==> src/rtl/pwm_shared_pkg.sv <==
package pwm_shared_pkg;
  // per-channel control bits gathered for one comparator
  typedef struct packed {
    logic out_en;
    logic irq_en;
    logic clr;
  } ch_ctl_t;
endpackage

==> src/rtl/pwm_period_counter.sv <==
module pwm_period_counter #(
  parameter int CNT_W = 8
) (
  input  logic             clk,
  input  logic             rst_n,
  input  logic             en,
  input  logic [CNT_W-1:0] period,
  output logic [CNT_W-1:0] cnt,
  output logic             load
);
  logic at_end;
  assign at_end = (cnt >= period);
  // thresholds may move in while stopped or on the last count of a period
  assign load = !en || at_end;

  always_ff @(posedge clk or negedge rst_n) begin
    if (!rst_n)           cnt <= '0;
    else if (!en)         cnt <= '0;
    else if (at_end)      cnt <= '0;
    else                  cnt <= cnt + 1'b1;
  end

  assert_wrap_R1: assert property (@(posedge clk) disable iff (!rst_n)
    (en && cnt >= period) |=> (cnt == '0));
  assert_step_R1: assert property (@(posedge clk) disable iff (!rst_n)
    (en && cnt < period) |=> (cnt == $past(cnt) + 1'b1));
  assert_idle_R1: assert property (@(posedge clk) disable iff (!rst_n)
    !en |=> (cnt == '0));
endmodule

==> src/rtl/pwm_match_channel.sv <==
module pwm_match_channel
  import pwm_shared_pkg::*;
#(
  parameter int CNT_W = 8
) (
  input  logic             clk,
  input  logic             rst_n,
  input  logic             en,
  input  logic [CNT_W-1:0] cnt,
  input  logic             load,
  input  logic             wr,
  input  logic [CNT_W-1:0] wr_value,
  input  ch_ctl_t          ctl,
  output logic             pwm,
  output logic             flag
);
  logic [CNT_W-1:0] pend_q, pend_d, active_q;
  logic             match;

  assign pend_d = wr ? wr_value : pend_q;
  assign match  = en && ctl.out_en && (cnt == active_q);
  assign pwm    = ctl.out_en && (cnt >= active_q);

  always_ff @(posedge clk or negedge rst_n) begin
    if (!rst_n) begin
      pend_q   <= '0;
      active_q <= '0;
      flag     <= 1'b0;
    end else begin
      pend_q <= pend_d;
      if (load) active_q <= pend_d;
      flag <= (match && ctl.irq_en) || (flag && !ctl.clr);
    end
  end

  assert_hold_R4: assert property (@(posedge clk) disable iff (!rst_n)
    !load |=> $stable(active_q));
  assert_flagset_R6: assert property (@(posedge clk) disable iff (!rst_n)
    (match && ctl.irq_en) |=> flag);
  assert_noirq_R9: assert property (@(posedge clk) disable iff (!rst_n)
    (!ctl.irq_en && !flag) |=> !flag);
  assert_off_R8: assert property (@(posedge clk) disable iff (!rst_n)
    !ctl.out_en |-> !pwm);
endmodule

==> src/rtl/pwm_shared_period.sv <==
module pwm_shared_period
  import pwm_shared_pkg::*;
#(
  parameter int CNT_W = 8,
  parameter int NCH   = 3,
  localparam int SEL_W = $clog2(NCH + 1)
) (
  input  logic             clk,
  input  logic             rst_n,
  input  logic             en,
  input  logic [CNT_W-1:0] period,
  input  logic             wr_en,
  input  logic [SEL_W-1:0] wr_chan,
  input  logic [CNT_W-1:0] wr_value,
  input  logic [NCH-1:0]   pwm_en,
  input  logic [NCH-1:0]   irq_en,
  input  logic [NCH-1:0]   flag_clr,
  output logic [NCH-1:0]   pwm,
  output logic [NCH-1:0]   flags,
  output logic             irq,
  output logic             wr_err
);
  logic [CNT_W-1:0] cnt;
  logic             load;
  logic             bad_wr;

  pwm_period_counter #(.CNT_W(CNT_W)) u_cnt (
    .clk(clk), .rst_n(rst_n), .en(en), .period(period),
    .cnt(cnt), .load(load)
  );

  // indices at or past NCH address the period slot, never a comparator
  assign bad_wr = wr_en && (wr_chan >= SEL_W'(NCH));

  for (genvar c = 0; c < NCH; c++) begin : g_ch
    ch_ctl_t ctl;
    logic    hit;
    assign ctl = '{out_en: pwm_en[c], irq_en: irq_en[c], clr: flag_clr[c]};
    assign hit = wr_en && (wr_chan == SEL_W'(c));
    pwm_match_channel #(.CNT_W(CNT_W)) u_ch (
      .clk(clk), .rst_n(rst_n), .en(en), .cnt(cnt), .load(load),
      .wr(hit), .wr_value(wr_value), .ctl(ctl),
      .pwm(pwm[c]), .flag(flags[c])
    );
  end

  assign irq = |flags;

  always_ff @(posedge clk or negedge rst_n) begin
    if (!rst_n) wr_err <= 1'b0;
    else        wr_err <= bad_wr;
  end

  assert_reject_R5: assert property (@(posedge clk) disable iff (!rst_n)
    bad_wr |=> wr_err);
  assert_errsrc_R5: assert property (@(posedge clk) disable iff (!rst_n)
    wr_err |-> $past(wr_en));
endmodule

==> config.mk <==
export PLATFORM = sky130hd
export DESIGN_NAME = pwm_shared_period
export DESIGN_NICKNAME = d
export VERILOG_FILES = /design/src/rtl/pwm_shared_pkg.sv /design/src/rtl/pwm_period_counter.sv /design/src/rtl/pwm_match_channel.sv /design/src/rtl/pwm_shared_period.sv
export SDC_FILE = /design/constraint.sdc
export NUM_CORES = 1
export LEC_CHECK = 0
export ABC_AREA = 1
export ABC_CLOCK_PERIOD_IN_PS = 1700
export BUFFER_PORTS_ARGS = -buffer_cell sky130_fd_sc_hd__buf_4
export CELL_PAD_IN_SITES_DETAIL_PLACEMENT = 0
export CELL_PAD_IN_SITES_GLOBAL_PLACEMENT = 1
export CORE_ASPECT_RATIO = 1.25
export CORE_UTILIZATION = 39
export DETAILED_ROUTE_END_ITERATION = 12
export PLACE_DENSITY = 0.82
export RECOVER_POWER = 25
export SLEW_MARGIN = 25
export SYNTH_ARGS = -nofsm -noshare
export SYNTH_HDL_FRONTEND = slang
export SYNTH_SLANG_ARGS = --single-unit
==> constraint.sdc <==
create_clock -name clk -period 1.7 [get_ports clk]
set_clock_uncertainty 0.05 [all_clocks]
set_input_delay 0.34 -clock clk [delete_from_list [all_inputs] [get_ports clk]]
set_output_delay 0.34 -clock clk [all_outputs]
set_load 0.1 [all_outputs]
## Word level (Yosys, flattened, before mapping)

Cells that the tools add are included.

| operators by class | value |
|---|---|
| multiplexer cells | 5 |
| add/sub/neg operators | 1 |
| $lt $le $gt $ge | 5 |
| eq/ne operators | 5 |
| reductions and logical operators | 29 |

Operators by type and width:

| cell | number |
|---|---|
| 8-bit 2-to-1 mux | 5 |
| 8-bit >= comparator | 4 |
| 8-bit == test | 3 |
| 1-bit logical AND | 19 |
| 8-bit by 1-bit adder with 8-bit output (second input constant) | 1 |
| 1-bit logical NOT | 4 |
| 1-bit logical OR | 4 |
| 3-bit OR reduction | 1 |
| 2-bit by 1-bit == test with 1-bit output (second input constant) | 1 |
| 2-bit == test (second input constant) | 1 |
| 2-bit >= comparator (second input constant) | 1 |
| 2-bit logical NOT | 1 |

| storage, ports and cells | value |
|---|---|
| logic and storage cells | 56 |
| output and inout bits | 8 |
| input port bits | 31 |
| bits in registers | 60 |

## Logic depth before layout (Yosys ltp)

Gate-level depths: netlist (run 1).

| depth | value |
|---|---|
| depth in word-level cells | 4 |
| mapped depth | 14 |
| depth with buffers taken out | 12 |

## Hierarchy

A second synthesis (run 1) with hierarchy kept.

| second synthesis, totals | value |
|---|---|
| cell total of the unflattened synthesis | 345 |
| area, all modules | 3249.4 um2 |

Modules (own cells, without submodules):

| module | instances | seq. area each (um2) | area each (um2) | cells an instance |
|---|---|---|---|---|
| pwm_match_channel | 3 | 425.4 | 868.3 | 86 |
| pwm_period_counter | 1 | 200.2 | 578.1 | 75 |
| pwm_shared_period | 1 | 25.0 | 66.3 | 12 |

## Worst setup path before layout (run 1)

Ideal clock, no wire load.

| timing path | value |
|---|---|
| path kind | flip-flop to output port |
| start | register u_cnt.cnt[6] |
| end | output port pwm[0] |
| data arrival time | 1472 ps |
| stages on the path, launching flop included | 8 |
| slack | -162 ps |
| cells stage by stage | dfrtp_1 -> ha_1 -> nand2_1 -> nor2_1 -> a21boi_0 -> nor2_1 -> nor2_1 -> buf_4 |

| between the ends | value |
|---|---|
| longest elaborated chain between the ends | 2 |

Ends and longest elaborated chain:

| element | RTL line | RTL |
|---|---|---|
| from (decl) | pwm_period_counter.sv:8 | `output logic [CNT_W-1:0] cnt,` |
| from (signal assigned) | pwm_period_counter.sv:20 | `else cnt <= cnt + 1'b1;` |
| 8-bit >= comparator | pwm_match_channel.sv:22 | `assign pwm = ctl.out_en && (cnt >= active_q);` |
| 1-bit logical AND | pwm_match_channel.sv:22 |  |
| to (decl) | pwm_shared_period.sv:18 | `output logic [NCH-1:0] pwm,` |

No other way between the ends.

## Worst setup path after layout (run 1)

| timing path | value |
|---|---|
| start | register u_cnt.cnt[1] |
| end | output port pwm[0] |

Same word-level chain as after synthesis.

==> results by group, run 1 <==
Final layout
  – N_diodes: 0
  – Final std cells w/o fill: around 600
  – Layout cells sized above 1: 31.1%
  – Finished Cell Area: 0.00463 mm^2
  – Fin util: 58.4%
  – P&R area growth vs syn: 43.0%
  – Nets: 548

GRT
  – Antenna violations before repair: 0
  – First-pass GRT wire length: 13,900 um
  – Largest net degree at the start of global routing: 28
  – GRT Total Usage: just over 20%
  – Remaining global-route overflow: 0
  – Vias in the first global route: just under 3,000

STA
  – Unrepaired setup endpoints after global routing: yes
  – Minimum clock period: approximately 2.4 ns
  – Peak Freq: 424 MHz
  – Setup-failing EPs final: 35
  – Final setup TNS: -12.43 ns
  – Tcrit/Tclk final: 139%
  – Slew Viols, Final: 0
  – Fin. Hold Viols: 0
  – Tightest Pin Transition: 0.765 ns
  – PnR worst setup slack: -0.657 ns
  – Slew margin rel.: about half

Logic synthesis
  – EDFF count, synth: 0
  – Area leader, netlist: dfrtp_1
  – Synth top area share: 46.3%
  – Synth Warn #: 0
  – Async set-or-reset flop fraction in the synthesized netlist: 100%
  – Netlist Area Pre-Place: ~0.0032 mm^2
  – Number of library cell types mapped by synthesis: 24
  – #FFs+latches synth: 60
  – Leading post-synthesis cells by cell area: dfrtp_1, ha_1, nand2_1, inv_1, nand3_1
  – Count leader, synth: nand2_1
  – Sequential-to-total area share from yosys stat: a little under half
  – Post-Syn Nets: 456
  – Synth top cells by count: nand2_1, dfrtp_1, inv_1
  – Most common flop cell mapped by yosys: dfrtp_1
  – Synthesized area per cell: 8.27 um^2
  – Post-Syn Instances: 392

Placed design
  – Placed cell area: 0.00391 mm^2
  – Final Wtd Congestion: between 0.9 and 1
  – IO Port Bufs: 38
  – Detailed placement HPWL: 5510 um
  – Placed insts: roughly 550

Drt
  – DR pass1 iterations: 4
  – Final WL: roughly 8600 um
  – Vias/cell: 4.91
  – Post-route ant nets: 0
  – WL/cell: between 10 and 15 um
  – Remaining DRCs: 0
  – Detailed Route Iter0 Violations: approximately 170
  – Routed vias: 2,870

Status
  – Status: finished, violations left
  – Failing checks: setup timing

Setup path
  – CP Launch Type: register
  – Worst EP arrival: between 1.5 and 2 ns
  – Crit Path Category: register to output pin
  – Req. time, crit path: 1.31 ns
  – RR Startpoint: u_cnt.cnt[7]
  – Worst Setup End Kind: output pin
  – Crit Path Max Fanout: 4
  – Critical Path Source: u_cnt.cnt[1]

Pwr
  – PD cells: 937 mW/mm^2
  – Clk pwr share: between 30% and 40%
  – Net Sw Power: about 0.0014 W
  – Comb pwr share: 28.9%
  – Total Power: 0.00434 W
  – Peak supply drop: 0.000466 V
  – Switching part of the total power: 31.1%
  – Sequential power share: 39.5%
  – Int Power: 0.00299 W
  – Static leakage: about 2.4 nW

Clocking
  – CTS tree: built
  – Worst-Skew Late Latency: between 0.3 and 0.4 ns
  – Maximum clock path buffer count: 2
  – Total CTS buffers: 9
  – H-tree levels: 3
  – CTS root buffer: clkbuf_8
  – Clock-pin slew on the worst setup and hold paths: 0.07 ns
  – Clock Sinks: 60

Floorplan
  – Die area: 0.00868 mm^2
  – Core ar.: 0.00793 mm^2
  – Die Span Y: 104 um
  – IO Pins: 39
  – Horiz. Die Dim: 83.5 um
  – Initial core utilization: 40.9%
  – Site Rows: 36

Worst hold path
  – Worst Hold Class: input port to register
  – Hold Path Origin: flag_clr[0]

Flow run
  – Maxcap violations: 0
-- state kept, by name, summed over array words and instances (netlist names) --
register / count
g_ch.u_ch.active_q: 24
g_ch.u_ch.pend_q: 24
u_cnt.cnt: 8
g_ch.u_ch.flag: 3
wr_err: 1
-- cell usage in the layout (no fill, tap or decap), types with 2 or more instances in the layout --
| cell | Yosys | layout |
|---|---|---|
| a21oi_1 | 9 | 8 |
| buf_12 | 0 | 7 |
| buf_16 | 0 | 3 |
| buf_4 | 6 | 76 |
| buf_6 | 2 | 2 |
| clkbuf_1 | 0 | 5 |
| clkbuf_8 | 0 | 12 |
| dfrtp_1 | 60 | 55 |
| dfrtp_2 | 0 | 5 |
| ha_1 | 33 | 21 |
| ha_4 | 0 | 12 |
| inv_1 | 59 | 57 |
| inv_2 | 1 | 3 |
| nand2_1 | 107 | 101 |
| nand2_2 | 2 | 4 |
| nand2_4 | 0 | 4 |
| nand3_1 | 39 | 38 |
| nand4_1 | 4 | 4 |
| nor2_1 | 22 | 11 |
| nor2_2 | 0 | 9 |
| nor2_4 | 1 | 3 |
| o21a_1 | 2 | 2 |
| o21ai_0 | 19 | 23 |
| o21ai_1 | 8 | 4 |
| o22ai_2 | 0 | 2 |
| xor2_1 | 2 | 2 |
-- final timing paths --
kind,endpoint,slack [ns],cells after the start
setup / recovery,pwm[0],-0.66,8
hold / removal,g_ch[0].u_ch.flag,0.13,2
setup reg to reg,g_ch[2].u_ch.active_q[7],-0.41,11
hold reg to reg,g_ch[0].u_ch.pend_q[2],0.45,2
max in group asynchronous,g_ch[0].u_ch.pend_q[4],0.40,3
min in group asynchronous,u_cnt.cnt[6],0.56,2
-- worst max-delay path, stage by stage, from the launching register on --
cell and delay [ns]:
dfrtp_1 0.43, ha_1 0.32, inv_1 0.06, nor2_1 0.14, o21ai_0 0.10, a21boi_1 0.14
nor2_1 0.07, nor2_1 0.13, buf_6 0.24
-- repair_timing --
action | CTS | global route
gates cloned | 4 | 1
hold endpoints to repair | 25 | 0
gates resized for setup | 23 | 36
setup buffers | 16 | 5
hold buffers | 1 | 0
endpoints found under the setup margin | 34 | 37
pin swaps | 11 | 24
-- kinds of logic (layout without fill, tap and decap cells) --
| kind of cell | after synthesis | count (layout) | share of synthesized area (%) |
|---|---|---|---|
| AO/OA/AOI/OAI | 42 | 42 | 6.83 |
| adder cells (fa/ha/maj) | 33 | 33 | 12.7 |
| XOR/XNOR | 3 | 3 | 0.811 |
| flip-flops | 60 | 60 | 46.3 |
| AND/OR/NAND/NOR | 177 | 177 | 22.9 |
| buffers and inverters | 77 | 174 | 10.4 |
-- power groups by stage --
stage               Clock [W]  Sequential, W  Combinational [W]
detailed placement          0        0.00174            0.00101
floorplan                   0        0.00172           0.000623
finish                0.00137        0.00171            0.00125
CTS                   0.00140        0.00171            0.00116
global route          0.00147        0.00173            0.00139
global placement            0        0.00173           0.000984
-- layout make-up --
| class | instances | area (um^2) |
|---|---|---|
| Clock buffer | 13 | 169 |
| Sequential cell | 60 | 1510 |
| Multi-Input combinational cell | 255 | 1650 |
| Tap cell | 95 | 119 |
| Timing Repair Buffer | 97 | 918 |
| Inverter | 61 | 229 |
| Fill cell | 686 | 3290 |
| Clock inverter | 3 | 43.8 |
-- per-stage QoR --
stage / hold slack, ns / worst slack, ns
finish: 0.126 / -0.657
global route: 0.113 / -0.795
CTS: 0.114 / -0.636
detailed placement: 0.244 / -0.420
global placement: 0.240 / -0.412
floorplan: -0.00559 / -0.129
-- layer usage --
layer / vias to the layer above / wire, um / track usage (%)
li1: 1428 / - / -
met1: 1333 / 3550 / 24.3
met2: 85 / 4380 / 34.4
met3: 24 / 379 / 4.29
met4: 0 / 269 / 10.4
met5: - / 0 / 0
Power figures use the tool's default switching activity.
==> inputs of run 2 (changes only) <==
--- a/config.mk
+++ b/config.mk
@@ -6,14 +6,14 @@
 export NUM_CORES = 1
 export LEC_CHECK = 0
 export ABC_AREA = 1
-export ABC_CLOCK_PERIOD_IN_PS = 1700
+export ABC_CLOCK_PERIOD_IN_PS = 2900
 export BUFFER_PORTS_ARGS = -buffer_cell sky130_fd_sc_hd__buf_4
 export CELL_PAD_IN_SITES_DETAIL_PLACEMENT = 0
 export CELL_PAD_IN_SITES_GLOBAL_PLACEMENT = 1
 export CORE_ASPECT_RATIO = 1.25
-export CORE_UTILIZATION = 39
+export CORE_UTILIZATION = 40
 export DETAILED_ROUTE_END_ITERATION = 12
-export PLACE_DENSITY = 0.82
+export PLACE_DENSITY = 0.81
 export RECOVER_POWER = 25
 export SLEW_MARGIN = 25
 export SYNTH_ARGS = -nofsm -noshare
==> constraint.sdc (replaced) <==
create_clock -name clk -period 2.9 [get_ports clk]
set_clock_uncertainty 0.05 [all_clocks]
set_input_delay 0.58 -clock clk [delete_from_list [all_inputs] [get_ports clk]]
set_output_delay 0.58 -clock clk [all_outputs]
set_load 0.1 [all_outputs]
==> run 2 against run 1 <==
  * Routed wire length is 18% lower
  * Highest routed layer unchanged
  * Design area is 19% lower
  * Via count is 13% lower
  * Global-route usage is 0.97 points lower
  * Clock power is 39% lower
  * The flow now finishes without violations
  * Clock-buffer cell count is 2 lower
==> results by group, run 2 (synthesized netlist as in run 1, its figures left out) <==
Status
  – Status: complete, no violations

Placed design
  – IO Port Bufs: 38 (unchanged)
  – Placed insts: 511 (-7.4%)
  – Placed cell area: 0.00355 mm^2 (-9.2%)
  – Final Wtd Congestion: 0.827 (-8.7%)
  – Detailed placement HPWL: 5260 um (-4.5%)

Drt
  – Post-route ant nets: 0 (unchanged)
  – Remaining DRCs: 0 (unchanged)
  – Detailed Route Iter0 Violations: 55 (-67%)
  – WL/cell: 13.4 um (-8.7%)
  – Vias/cell: 4.74 (-3.6%)
  – Final WL: 7060 um (-18%)
  – Routed vias: 2,496 (-13%)
  – DR pass1 iterations: 4 (unchanged)

GRT
  – Antenna violations before repair: 0 (unchanged)
  – Remaining global-route overflow: 0 (unchanged)
  – Vias in the first global route: 2,503 (-15%)
  – Largest net degree at the start of global routing: 61 (+120%)
  – First-pass GRT wire length: 12,000 um (-14%)
  – GRT Total Usage: 19.4% (-0.97 points)

Clocking
  – CTS tree: built
  – H-tree levels: 3 (unchanged)
  – Hold buffer count at cts: 0 (-1)
  – CTS root buffer: clkbuf_8
  – Clock-pin slew on the worst setup and hold paths: 0.07 ns (about the same)
  – PostCTS Resize Cnt: 0 (-100%)
  – Total CTS buffers: 9 (unchanged)
  – Post-CTS Setup Repair Bufs: 0 (-16)
  – Clock Sinks: 60 (unchanged)
  – Worst-Skew Late Latency: 0.34 ns (about the same)
  – Maximum clock path buffer count: 2 (unchanged)

Final layout
  – Layout cells sized above 1: 13.7% (-17 points)
  – Most frequent cells in the layout: nand2_1, dfrtp_1, inv_1
  – Leading cell type in the layout, fill and taps excluded: nand2_1
  – P&R area growth vs syn: 16.1%
  – Nets: 491 (-10%)
  – Largest regs: g_ch.u_ch.active_q x24, g_ch.u_ch.pend_q x24, u_cnt.cnt x8
  – Final std cells w/o fill: 527 (-9.8%)
  – Fin util: 48.0% (-10 points)
  – Fill count: 795 (+16%)
  – N_diodes: 0 (unchanged)
  – Finished Cell Area: 0.00376 mm^2 (-19%)

Setup path
  – CP Launch Type: register
  – Crit Path Category: register to output pin
  – Worst EP arrival: 2.11 ns (+0.14 ns)
  – Worst Setup End Kind: output pin
  – RR Startpoint: u_cnt.cnt[0]
  – Critical Path Source: u_cnt.cnt[6]
  – Req. time, crit path: 2.27 ns (+0.96 ns)
  – Crit Path Max Fanout: 6 (+2)

Pwr
  – Total Power: 0.00230 W (-47%)
  – Peak supply drop: 0.000256 V (-45%)
  – Static leakage: 2.10 nW (-14%)
  – PD cells: 613 mW/mm^2 (-35%)

Floorplan
  – IO Pins: 39 (unchanged)
  – Site Rows: 36 (unchanged)
  – Die Span Y: 103 um (-1.2%)
  – Horiz. Die Dim: 82.5 um (-1.2%)
  – Core ar.: 0.00784 mm^2 (-1.1%)
  – Die area: 0.00847 mm^2 (-2.4%)
  – Initial core utilization: 41.3% (+0.47 points)

Flow run
  – Maxcap violations: 0 (unchanged)

STA
  – Tcrit/Tclk final: 94.3%
  – Tightest Pin Transition: 1.47 ns (+0.704 ns)
  – Peak Freq: about 370 MHz
  – Setup-failing EPs final: 0 (-100%)
  – Final setup TNS: 0 ns (+12.43 ns)
  – Minimum clock period: 2.74 ns
  – Unrepaired setup endpoints after global routing: no
  – Fin. Hold Viols: 0 (unchanged)
  – Slew margin rel.: 2.08% (-47 points)
  – Slew Viols, Final: 0 (unchanged)

Worst hold path
  – Hold Path Origin: flag_clr[0]
  – Worst Hold Class: input port to register
==> run 2: worst max-delay path: stages (launching register included) <==
cell and delay (ns):
dfrtp_1 0.48, ha_1 0.33, nand2_1 0.07, nor2_1 0.19, nand4_1 0.18, nand3_1 0.14
nand2_1 0.06, inv_1 0.04, buf_4 0.27
==> run 2: cell type report <==
cell class / instances / area (um^2) / area share [%]
Sequential cell: 60 / 1500 / 39.9
Multi-Input combinational cell: 255 / 1400 / 37.3
Timing Repair Buffer: 40 / 294 / 7.82
Inverter: 61 / 229 / 6.09
Clock buffer: 11 / 141 / 3.76
Tap cell: 95 / 119 / 3.16
Clock inverter: 5 / 75.1 / 2.00
==> run 2: worst paths after layout <==
kind                                       endpoint  slack [ns]  cells past startpoint
setup / recovery                             pwm[2]        0.16                      8
hold / removal                    g_ch[0].u_ch.flag        0.36                      2
setup reg to reg           g_ch[0].u_ch.active_q[1]        0.88                     12
hold reg to reg              g_ch[0].u_ch.pend_q[6]        0.45                      2
max in group asynchronous    g_ch[1].u_ch.pend_q[2]        1.38                      1
min in group asynchronous         g_ch[1].u_ch.flag        0.53                      1
==> run 2: where the power goes <==
group | total, W | internal, W | switching (W)
Sequential | 0.00101 | 0.000951 | 0.0000547
Clock | 0.000830 | 0.000503 | 0.000327
Combinational | 0.000469 | 0.000164 | 0.000305
==> run 2: layer usage <==
layer  vias to the layer above  share of wire [%]  track usage, %
li1                       1304                  -               -
met1                      1126                 46            24.0
met2                        50                 48            31.0
met3                        16                3.2            4.07
met4                         0                3.2            11.1
met5                         -                  0               0
==> run 2: through the flow <==
| step | hold WS (ns) | setup slack, ns |
|---|---|---|
| CTS | 0.290 | 0.103 |
| floorplan | 0.234 | 0.798 |
| global placement | 0.434 | 0.525 |
| finish | 0.362 | 0.165 |
| detailed placement | 0.441 | 0.493 |
| global route | 0.353 | 0.0111 |
==> inputs of run 3 (changes only) <==
--- a/config.mk
+++ b/config.mk
@@ -11,9 +11,9 @@
 export CELL_PAD_IN_SITES_DETAIL_PLACEMENT = 0
 export CELL_PAD_IN_SITES_GLOBAL_PLACEMENT = 1
 export CORE_ASPECT_RATIO = 1.25
-export CORE_UTILIZATION = 40
+export CORE_UTILIZATION = 38
 export DETAILED_ROUTE_END_ITERATION = 12
-export PLACE_DENSITY = 0.81
+export PLACE_DENSITY = 0.78
 export RECOVER_POWER = 25
 export SLEW_MARGIN = 25
 export SYNTH_ARGS = -nofsm -noshare
==> run 3 against run 2 <==
  * The flow now finishes with violations (capacitance limit, slew limit)
  * Sequential power about the same
  * Fmax about the same
  * Global-route usage down 1.1 points
  * Cell count up 0.38%
  * Largest cell class unchanged
  * Design area down 0.37%
==> results by group, run 3 (synthesized netlist as in run 1, its figures left out) <==
Status
  – Status: finished, violations left
  – Failing checks: capacitance limit, slew limit

Clocking
  – Total CTS buffers: 9 (unchanged)
  – Hold buffer count at cts: 0 (unchanged)
  – Post-CTS Setup Repair Bufs: 0 (unchanged)
  – H-tree levels: 3 (unchanged)
  – CTS tree: built
  – Clock-pin slew on the worst setup and hold paths: 0.07 ns (about the same)
  – PostCTS Resize Cnt: 0 (unchanged)
  – Clock Sinks: 60 (unchanged)
  – Worst-Skew Late Latency: 0.34 ns (about the same)
  – CTS root buffer: clkbuf_8
  – Maximum clock path buffer count: 2 (unchanged)

STA
  – Slew Viols, Final: 61 (+61)
  – Fin. Hold Viols: 0 (unchanged)
  – Setup-failing EPs final: 0 (unchanged)
  – Slew margin rel.: -1.56% (-3.6 points)
  – Tcrit/Tclk final: 94.4% (about the same)
  – Final setup TNS: 0 ns (unchanged)
  – Worst hold slack: 0.368 ns (+0.00695 ns)
  – Minimum clock period: 2.74 ns (+0.00133 ns)
  – Peak Freq: 365 MHz (about the same)
  – Tightest Pin Transition: 1.52 ns (+0.0546 ns)
  – Unrepaired setup endpoints after global routing: no

Setup path
  – Crit Path Category: register to output pin
  – Critical-path top delay cell: dfrtp_1
  – Worst EP arrival: 2.11 ns (about the same)
  – Most frequent CP cell: nand2_1
  – CP Launch Type: register
  – Worst Setup End Kind: output pin
  – Largest stage delay, worst path: 0.49 ns (about the same)
  – Req. time, crit path: 2.27 ns (about the same)
  – Crit-path cells: ha_1 -> nand2_1 -> nor2_1 -> nand4_1 -> nand3_1 -> nand2_1 -> inv_1 -> buf_6
  – Crit Path Max Fanout: 6 (unchanged)

Pwr
  – Switching part of the total power: 30.1% (+0.37 points)
  – Net Sw Power: 0.000674 W (-1.8%)
  – Sequential power share: 44.9% (+1.3 points)
  – PD cells: 597 mW/mm^2 (-2.6%)
  – Comb pwr share: 21.1% (+0.7 points)
  – Peak supply drop: 0.000295 V (+15%)
  – Static leakage: 2.09 nW (-0.68%)
  – Total Power: 0.00224 W (-3.0%)
  – Clk pwr share: 34.0% (-2.0 points)
  – Int Power: 0.00156 W (-3.5%)

Floorplan
  – Core ar.: 0.00824 mm^2 (+5.1%)
  – Die Span Y: 105 um (+2.5%)
  – Initial core utilization: 39.3% (-2.0 points)
  – Die area: 0.00890 mm^2 (+5.1%)
  – IO Pins: 39 (unchanged)
  – Site Rows: 37 (+2.8%)
  – Horiz. Die Dim: 84.6 um (+2.5%)

Drt
  – Detailed Route Iter0 Violations: 104 (+89%)
  – Vias/cell: 4.83 (+2.0%)
  – WL/cell: 13.6 um (+1.7%)
  – DR pass1 iterations: 6 (+2)
  – Remaining DRCs: 0 (unchanged)
  – Post-route ant nets: 0 (unchanged)
  – Final WL: 7210 um (+2.0%)
  – Routed vias: 2,556 (+2.4%)

Final layout
  – Leading cell type in the layout, fill and taps excluded: nand2_1
  – Most frequent cells in the layout: nand2_1, dfrtp_1, inv_1
  – Fill count: 849 (+6.8%)
  – P&R area growth vs syn: 15.7%
  – Largest regs: g_ch.u_ch.active_q x24, g_ch.u_ch.pend_q x24, u_cnt.cnt x8
  – N_diodes: 0 (unchanged)
  – Layout cells sized above 1: 13.0% (-0.69 points)
  – Nets: 491 (unchanged)
  – Finished Cell Area: 0.00375 mm^2 (-0.37%)

GRT
  – Antenna violations before repair: 0 (unchanged)
  – Remaining global-route overflow: 0 (unchanged)
  – GRT Total Usage: 18.2% (-1.1 points)
  – Vias in the first global route: 2,603 (+4.0%)
  – Largest net degree at the start of global routing: 61 (unchanged)
  – First-pass GRT wire length: 12,500 um (+4.1%)

Placed design
  – IO Port Bufs: 38 (unchanged)
  – Placed cell area: 0.00355 mm^2 (about the same)
  – Final Wtd Congestion: 0.821 (-0.76%)
  – Detailed placement HPWL: 5240 um (-0.42%)

Worst hold path
  – Worst Hold Class: input port to register

Flow run
  – Maxcap violations: 1 (+1)
==> run 3: worst max-delay path, delay by kind of cell, from the launching register on <==
family,cells,cell delay (ns)
and+or+nand+nor,5,0.66
buffers and inverters,2,0.28
adders and majority gates,1,0.33
DFF,1,0.49
==> run 3: through the flow <==
step                      std cells  setup WS [ns]  utilization (%)
after floorplan                 392          0.798                -
after global placement          513          0.483             43.1
after detailed placement        513          0.491             43.1
after CTS                       529          0.110             45.5
after global routing            529         0.0108             45.5
final                           529          0.163             45.5
==> run 3: power groups by stage <==
stage                     sequential (W)  combinational (W)  clock, W
after floorplan                  0.00101           0.000349         0
after global placement           0.00102           0.000472         0
after detailed placement         0.00102           0.000478         0
after CTS                        0.00100           0.000480  0.000782
after global routing             0.00102           0.000547  0.000823
final                            0.00100           0.000471  0.000761
==> run 3: path summary, 6_finish.rpt <==
path	startpoint	endpoint	slack [ns]	cells after the start
hold reg to reg	g_ch[2].u_ch.pend_q[6]	g_ch[2].u_ch.pend_q[6]	0.44	2
setup / recovery	u_cnt.cnt[6]	pwm[2]	0.16	8
setup reg to reg	u_cnt.cnt[0]	g_ch[1].u_ch.active_q[0]	0.90	12
max in group asynchronous	rst_n	g_ch[1].u_ch.pend_q[3]	1.33	1
min in group asynchronous	rst_n	g_ch[2].u_ch.flag	0.54	1
hold / removal	flag_clr[0]	g_ch[0].u_ch.flag	0.37	2
==> run 3: area by class of cell <==
type	instances	area, um^2	share of cell area [%]
clock buffer	15	166	4.44
timing repair buffer	40	298	7.94
multi-input combinational	255	1400	37.4
inverter	61	229	6.11
clock inverter	1	30.0	0.801
tap	97	121	3.24
sequential	60	1500	40.1
==> run 3: layer usage <==
layer / vias to the layer above / track usage (%) / share of wire, %
met5: - / 0 / 0
li1: 1313 / - / -
met2: 53 / 30.4 / 47
met3: 17 / 2.74 / 2.8
met1: 1173 / 22.3 / 47
met4: 0 / 10.7 / 3.2
